**src/rtl/flag_pkg.sv**
```systemverilog
package flag_pkg;
  localparam int FLAG_W   = 8;
  localparam int ARITH_N  = 5;
  localparam int IDX_W    = $clog2(FLAG_W);
  localparam int POS_I    = 7;
  localparam int POS_T    = 6;
  localparam int POS_H    = 5;
  localparam int POS_S    = 4;
  localparam int POS_V    = 3;
  localparam int POS_N    = 2;
  localparam int POS_Z    = 1;
  localparam int POS_C    = 0;

  typedef struct packed {
    logic                fullLoad;
    logic [ARITH_N-1:0]  arithLoad;
    logic                tLoad;
    logic                iSet;
    logic                iClr;
  } flagStrobe_t;

  function automatic int arithPos(input int i);
    return (i == ARITH_N - 1) ? POS_H : i;
  endfunction
endpackage

```
**src/rtl/flag_ctrl.sv**
```systemverilog
module flag_ctrl
  import flag_pkg::*;
(
  input  logic [ARITH_N-1:0] flagWe,
  input  logic               fullWe,
  input  logic               bitStore,
  input  logic               irqAccept,
  input  logic               retIrq,
  input  logic               setIrq,
  input  logic               clrIrq,
  output flagStrobe_t        strobes
);
  logic enableReq;

  always_comb begin
    enableReq          = setIrq | retIrq;
    strobes.fullLoad   = fullWe;
    strobes.arithLoad  = fullWe ? '0 : flagWe;
    strobes.tLoad      = bitStore & ~fullWe;
    strobes.iClr       = irqAccept | (~fullWe & clrIrq);
    strobes.iSet       = ~irqAccept & ~fullWe & ~clrIrq & enableReq;
  end
endmodule

```
**src/rtl/flag_dpath.sv**
```systemverilog
module flag_dpath
  import flag_pkg::*;
(
  input  logic               clk,
  input  logic               rstN,
  input  flagStrobe_t        strobes,
  input  logic [ARITH_N-1:0] flagIn,
  input  logic [FLAG_W-1:0]  fullData,
  input  logic [IDX_W-1:0]   bitIdx,
  input  logic [FLAG_W-1:0]  regOperand,
  output logic [FLAG_W-1:0]  statusOut,
  output logic [FLAG_W-1:0]  loadResult
);
  logic               iQ;
  logic               tQ;
  logic [ARITH_N-1:0] arithQ;
  logic               selBit;

  always_ff @(posedge clk or negedge rstN) begin
    if (!rstN)               iQ <= 1'b0;
    else if (strobes.iClr)   iQ <= 1'b0;
    else if (strobes.iSet)   iQ <= 1'b1;
    else if (strobes.fullLoad) iQ <= fullData[POS_I];
  end

  always_comb selBit = regOperand[bitIdx];

  always_ff @(posedge clk or negedge rstN) begin
    if (!rstN)                 tQ <= 1'b0;
    else if (strobes.fullLoad) tQ <= fullData[POS_T];
    else if (strobes.tLoad)    tQ <= selBit;
  end

  for (genvar g = 0; g < ARITH_N; g++) begin : g_arith
    localparam int P = arithPos(g);
    always_ff @(posedge clk or negedge rstN) begin
      if (!rstN)                    arithQ[g] <= 1'b0;
      else if (strobes.fullLoad)    arithQ[g] <= fullData[P];
      else if (strobes.arithLoad[g]) arithQ[g] <= flagIn[g];
    end
  end

  always_comb begin
    statusOut        = '0;
    statusOut[POS_I] = iQ;
    statusOut[POS_T] = tQ;
    statusOut[POS_H] = arithQ[ARITH_N-1];
    statusOut[POS_V] = arithQ[POS_V];
    statusOut[POS_N] = arithQ[POS_N];
    statusOut[POS_Z] = arithQ[POS_Z];
    statusOut[POS_C] = arithQ[POS_C];
    statusOut[POS_S] = arithQ[POS_N] ^ arithQ[POS_V];
  end

  for (genvar b = 0; b < FLAG_W; b++) begin : g_load
    always_comb loadResult[b] = (bitIdx == IDX_W'(b)) ? tQ : regOperand[b];
  end
endmodule

```
**src/rtl/flag_status_reg.sv**
```systemverilog
module flag_status_reg
  import flag_pkg::*;
(
  input  logic       clk,
  input  logic       rstN,
  input  logic [4:0] flagWe,
  input  logic [4:0] flagIn,
  input  logic       irqAccept,
  input  logic       retIrq,
  input  logic       setIrq,
  input  logic       clrIrq,
  input  logic       bitStore,
  input  logic [2:0] bitIdx,
  input  logic [7:0] regOperand,
  input  logic       fullWe,
  input  logic [7:0] fullData,
  input  logic       irqPending,
  output logic [7:0] statusOut,
  output logic       irqGated,
  output logic [7:0] loadResult
);
  flagStrobe_t strobes;

  flag_ctrl ctrl_i (
    .flagWe(flagWe), .fullWe(fullWe), .bitStore(bitStore),
    .irqAccept(irqAccept), .retIrq(retIrq), .setIrq(setIrq),
    .clrIrq(clrIrq), .strobes(strobes)
  );

  flag_dpath dpath_i (
    .clk(clk), .rstN(rstN), .strobes(strobes), .flagIn(flagIn),
    .fullData(fullData), .bitIdx(bitIdx), .regOperand(regOperand),
    .statusOut(statusOut), .loadResult(loadResult)
  );

  always_comb irqGated = statusOut[POS_I] & irqPending;
endmodule

```
**config.mk**
```make
export PLATFORM = sky130hd
export DESIGN_NAME = flag_status_reg
export DESIGN_NICKNAME = d
export VERILOG_FILES = /design/src/rtl/flag_pkg.sv /design/src/rtl/flag_ctrl.sv /design/src/rtl/flag_dpath.sv /design/src/rtl/flag_status_reg.sv
export SDC_FILE = /design/constraint.sdc
export NUM_CORES = 1
export LEC_CHECK = 0
export CORE_AREA = 4 4 41 43
export CTS_CLUSTER_DIAMETER = 50
export CTS_CLUSTER_SIZE = 10
export DETAILED_ROUTE_END_ITERATION = 10
export DIE_AREA = 0 0 45 47
export DONT_BUFFER_PORTS = 1
export PLACE_DENSITY = 0.56
export SYNTH_ARGS = -nofsm -noshare
export SYNTH_HDL_FRONTEND = slang
export SYNTH_SLANG_ARGS = --single-unit
```
**constraint.sdc**
```tcl
create_clock -name clk -period 1.4 [get_ports clk]
set_input_delay 0.21 -clock clk [delete_from_list [all_inputs] [get_ports clk]]
set_output_delay 0.21 -clock clk [all_outputs]
set_load 0.005 [all_outputs]
```
==> results of run 1 <==
[state kept, by name (all words and copies together) (netlist names)]
signal,count
dpath_i.statusOut,5
dpath_i.iQ,1
dpath_i.tQ,1
[logic make-up (layout without fill, tap and decap cells)]
logic type,after synthesis,in the layout,share of synthesized area (%)
XOR/XNOR,1,1,1.52
AND/OR/NAND/NOR,23,23,21.6
buffers and inverters,6,6,6.71
AO/OA/AOI/OAI,9,9,9.09
multiplexers,15,15,30.7
flip-flops,7,7,30.3
[layer usage]
metal	global-route usage, %	up-vias	wire, um
li1	-	218	-
met1	11.4	197	407
met2	20.1	37	583
met3	4.98	2	237
met4	7.02	0	18
met5	0	-	0
[how the worst max path moves through the flow]
stage | slack (ns) | endpoint | depth (start not counted) | start
final | 0.15 | loadResult[2] | 1 | dpath_i.tQ$_DFFE_PN0P_
after global routing | 0.05 | dpath_i.tQ$_DFFE_PN0P_ | 3 | dpath_i.tQ$_DFFE_PN0P_
after CTS | 0.14 | loadResult[5] | 1 | dpath_i.tQ$_DFFE_PN0P_
after detailed placement | 0.18 | dpath_i.tQ$_DFFE_PN0P_ | 3 | dpath_i.tQ$_DFFE_PN0P_
after global placement | 0.23 | dpath_i.tQ$_DFFE_PN0P_ | 3 | bitIdx[0]
after floorplan | 0.17 | loadResult[4] | 3 | bitIdx[1]
[stage by stage]
step / setup WS [ns] / area, um^2
finish: 0.151 / 598
global route: 0.0500 / 598
CTS: 0.138 / 598
detailed placement: 0.184 / 562
global placement: 0.229 / 562
floorplan: 0.172 / 578
[cell usage in the layout (no fill, tap or decap)]
cell type	instances
mux2_2	8
nand2_1	7
dfrtp_1	7
o21ai_0	6
mux2i_1	5
nor2b_1	3
clkbuf_4	3
nor3_1	2
and2_1	2
nor3b_1	2
or3_1	2
nand3_1	2
a311oi_1	2
xor2_1	1
inv_1	1
and3_1	1
mux2_4	1
nand3b_1	1
a21oi_1	1
mux4_2	1
nor4_1	1
clkbuf_1	1
dlygate4sd3_1	1
[area by class of cell]
cell class                 instances  share of cell area (%)
clock buffer                       4                    4.39
inverter                           1                   0.628
multi-input combinational         48                    60.9
sequential                         7                    29.3
tap                               15                    3.14
timing repair buffer               1                    1.67
[power groups by stage]
| stage | Clock (mW) | Sequential, mW | Combinational, mW |
|---|---|---|---|
| 2_1_floorplan | 0 | 0.241 | 0.0982 |
| 3_3_place_gp | 0 | 0.248 | 0.0862 |
| 3_5_place_dp | 0 | 0.248 | 0.0869 |
| 4_1_cts | 0.184 | 0.245 | 0.0932 |
| 5_1_grt | 0.192 | 0.248 | 0.105 |
| 6_report | 0.176 | 0.244 | 0.0917 |
==> out/metrics.cfg, run 1 <==
[power]
pwr-share-clk_pct = 34.4
switching_share_pct = 24.6
p_leak_nw = 0.246
intPower_mw = 0.386
p_per_area_nw_per_um2 = 856
power.share.combinational_pct = 17.9
netSwitchingPower_mw = 0.126
max-vdd-ir-drop_uv = 228
fin_total_pwr_mw = 0.512
seqPwrFrac_pct = 47.7

[sta]
finalSetupViolCount = 0
period_share_pct = 89.2
slew_violations = 0
hold_viol_final = 0
rsz0062_at_grt = no
fin_crit_ns = 1.25
relSlewSlack_pct = 78.5
setup_tns_ns = 0
tightestPinTransition_ns = 0.321
max_freq_mhz = 801
clock-skew-final_ns = 0
timing.hold.ws_ns = 0.0259

[global_route]
overflow = 0
grt_max_degree = 16
antenna_found_initial = 0
grt_pass1_vias = 442
grt_util_all_layers_pct = 11.5
grt_first_pass_wirelength_um = 1770

[worst_setup_path]
regToRegEndpoint = dpath_i.tQ$_DFFE_PN0P_
worstPathMaxFanout = 10
crit_type = flop to output port
regToRegSetupSlack_ns = 0.19
reg2reg_depth = 3
slowest_stage = dfrtp_1
slowest_delay_ns = 0.48
worstReg2RegStart = dpath_i.tQ$_DFFE_PN0P_
crit_path_end_kind = output port
cp.required_ns = 1.19
path_delay_family = flip-flops
cp.arrival_ns = 1.04
cp_cell_sequence = mux2_2
start_kind = flop
crit_buf_inv = 0

[routing]
vias = 454
routed_wl_um = 1250
vias_per_cell = 5.97
drc = 0
drt_iter0_drc = 0
wl_per_cell_um = 16.4
first_pass_iters = 1
drtAntennaViolNets = 0

[min_path]
holdCritPathClass = primary input to flop
whs_path_depth = 1
min_to = dpath_i.iQ$_DFFE_PN0P_
min_from = irqAccept

[synthesis]
synth_area_um2 = 578
synth_common_cells = mux2_2, dfrtp_1, nand2_1, o21ai_0, mux2i_1
synth.top_cell.area_share_pct = 30.3
netlist-cell-type-count = 24
synth_largest_area_cell = dfrtp_1
synth_edf_count = 0
avgSynthCellArea_um2 = 9.48
syn_nets = 99
synth_warnings = 0
synthArstFlopShare_pct = 100
synth_most_common_cell = mux2_2
ys_seq_area_share_pct = 30.3
synth-main-ff-cell = dfrtp_1
syn_inst = 61
synth-seq-cells = 7
yosys-top-cells-area = dfrtp_1, mux2_2, mux2i_1, o21ai_0, nand2_1

[status]
run_status = finished, final reports clean

[flow_run]
cap_violations = 0

[cts]
clockBufferDepth = 2
cts_root_buf = clkbuf_4
ctsResizeCount = 0
clock-sinks = 7
cts_setup_buffers = 0
cts_tree = done
path_clk_slew_ns = 0.05
worstSkewPairLatency_ns = 0.24
cts_buffers = 3
hold_buffers = 1
h-tree-depth = 1

[cells_and_area]
drive_gt1_share_pct = 21.3
diodes = 0
layout.nets = 100
ff_latch_area_um2 = 175
fin_cells = 76
syn_to_final_growth_pct = 3.46
fill_cells = 133
final_util_pct = 46.0
multi_input_area_um2 = 364

[die]
core_um2 = 1300
die_h_um = 47
initial_core_util_pct = 44.4
die_x_um = 45
rows = 13
ios = 55
dieArea_um2 = 2120

[place]
post-dp-hpwl_um = 1040
numPortBuffers = 0
place_congestion = 0.641
dp.cells = 71

No activity file was read; power rests on OpenSTA's default activity.
==> run 2, diff against run 1 <==
Settings changed: RECOVER_POWER set to 100.
==> run 2 against run 1 <==
First-iteration DRC count did not move; highest routed layer unchanged; setup slack got worse by 0.031 ns; combinational power fell by 2.8%; clock power barely moved; final area fell by 0.63%; sequential power barely moved; count of clock-buffer cells in the layout did not move; register-to-register slack barely moved; die area did not move; via count did not move.
==> out/metrics.cfg, run 2 (synthesis results as in run 1) <==
[cts]
h-tree-depth = 1  ; unchanged
cts_root_buf = clkbuf_4
cts_buffers = 3  ; unchanged
path_clk_slew_ns = 0.05  ; about the same
clock-sinks = 7  ; unchanged
cts_tree = done
ctsResizeCount = 0  ; unchanged
hold_buffers = 1  ; unchanged
worstSkewPairLatency_ns = 0.24  ; about the same
cts_setup_buffers = 0  ; unchanged
clockBufferDepth = 2  ; unchanged

[routing]
wl_per_cell_um = 16.5  ; +0.64%
routed_wl_um = 1250  ; +0.64%
drc = 0  ; unchanged
drt_iter0_drc = 0  ; unchanged
drtAntennaViolNets = 0  ; unchanged
vias = 454  ; unchanged
first_pass_iters = 1  ; unchanged
vias_per_cell = 5.97  ; unchanged

[worst_setup_path]
start_kind = flop
crit_buf_inv = 0  ; unchanged
cp_cell_sequence = mux2_1
crit_path_end_kind = output port
crit_type = flop to output port
worstPathMaxFanout = 10  ; unchanged
regToRegEndpoint = dpath_i.tQ$_DFFE_PN0P_
reg2reg_depth = 3  ; unchanged
cp.arrival_ns = 1.07  ; +0.03 ns
worstReg2RegStart = dpath_i.tQ$_DFFE_PN0P_
regToRegSetupSlack_ns = 0.20  ; about the same
slowest_delay_ns = 0.48  ; about the same
path_delay_family = flip-flops
slowest_stage = dfrtp_1
cp.required_ns = 1.19  ; about the same

[die]
die_h_um = 47  ; unchanged
ios = 55  ; unchanged
dieArea_um2 = 2120  ; unchanged
core_um2 = 1300  ; unchanged
die_x_um = 45  ; unchanged
initial_core_util_pct = 44.4  ; unchanged
rows = 13  ; unchanged

[global_route]
overflow = 0  ; unchanged
grt_max_degree = 16  ; unchanged
grt_util_all_layers_pct = 11.5  ; unchanged
antenna_found_initial = 0  ; unchanged
grt_pass1_vias = 442  ; unchanged
grt_first_pass_wirelength_um = 1770  ; unchanged

[cells_and_area]
fill_cells = 135  ; +1.5%
mostFrequentLayoutCells = mux2_2, nand2_1, dfrtp_1
layout.nets = 100  ; unchanged
syn_to_final_growth_pct = 2.81
drive_gt1_share_pct = 18.0  ; -3.3 points
largest_reg_flops = 5  ; unchanged
diodes = 0  ; unchanged

[place]
place_congestion = 0.641  ; unchanged
numPortBuffers = 0  ; unchanged
post-dp-hpwl_um = 1040  ; unchanged

[sta]
tightestPinTransition_ns = 0.321  ; unchanged
hold_viol_final = 0  ; unchanged
setup_tns_ns = 0  ; unchanged
period_share_pct = 91.4  ; +2.2 points
clock-skew-final_ns = 0  ; unchanged
rsz0062_at_grt = no
finalSetupViolCount = 0  ; unchanged
slew_violations = 0  ; unchanged
fin_crit_ns = 1.28  ; +0.0307 ns
timing.hold.ws_ns = 0.0259  ; unchanged
relSlewSlack_pct = 78.5  ; unchanged
max_freq_mhz = 781  ; -2.4%

[power]
fin_total_pwr_mw = 0.509  ; -0.53%
max-vdd-ir-drop_uv = 228  ; about the same
p_leak_nw = 0.240  ; -2.4%
p_per_area_nw_per_um2 = 857  ; about the same

[min_path]
whs_path_depth = 1  ; unchanged
min_to = dpath_i.iQ$_DFFE_PN0P_
holdCritPathClass = primary input to flop
min_from = irqAccept

[flow_run]
cap_violations = 0  ; unchanged

[status]
run_status = finished, final reports clean

==> run 2: metrics by stage <==
stage	util, %	cells	cell area (um^2)	worst slack [ns]
global placement	43.2	71	562	0.229
floorplan	-	61	578	0.172
global route	45.7	76	594	0.0539
detailed placement	43.2	71	562	0.184
finish	45.7	76	594	0.120
CTS	46.0	76	598	0.138
==> run 2: report_power, final <==
group | internal, mW | switching [mW]
registers | 0.221 | 0.0227
clock network | 0.108 | 0.0679
logic | 0.0535 | 0.0355
total | 0.383 | 0.126
==> run 2: final cells by class <==
type | count | area (um^2) | share of cell area [%]
Inverter | 1 | 3.75 | 0.632
Tap cell | 15 | 18.8 | 3.16
Clock buffer | 4 | 26.3 | 4.42
Timing Repair Buffer | 1 | 10.0 | 1.68
Sequential cell | 7 | 175 | 29.5
Multi-Input combinational cell | 48 | 360 | 60.6
==> run 2: worst max-delay path by stage <==
stage                           start                      to  slack (ns)  cells past startpoint
2_1_floorplan               bitIdx[1]           loadResult[4]        0.17                      3
3_3_place_gp                bitIdx[0]  dpath_i.tQ$_DFFE_PN0P_        0.23                      3
3_5_place_dp   dpath_i.tQ$_DFFE_PN0P_  dpath_i.tQ$_DFFE_PN0P_        0.18                      3
4_1_cts        dpath_i.tQ$_DFFE_PN0P_           loadResult[5]        0.14                      1
5_1_grt        dpath_i.tQ$_DFFE_PN0P_  dpath_i.tQ$_DFFE_PN0P_        0.05                      3
6_report       dpath_i.tQ$_DFFE_PN0P_           loadResult[0]        0.12                      1
==> run 2: per-layer routing <==
| layer | global-route usage, % | wire (um) | share of wire (%) |
|---|---|---|---|
| met3 | 4.98 | 237 | 19 |
| met4 | 7.02 | 18 | 1.4 |
| met5 | 0 | 0 | 0 |
| met1 | 11.4 | 412 | 33 |
| met2 | 20.1 | 585 | 47 |
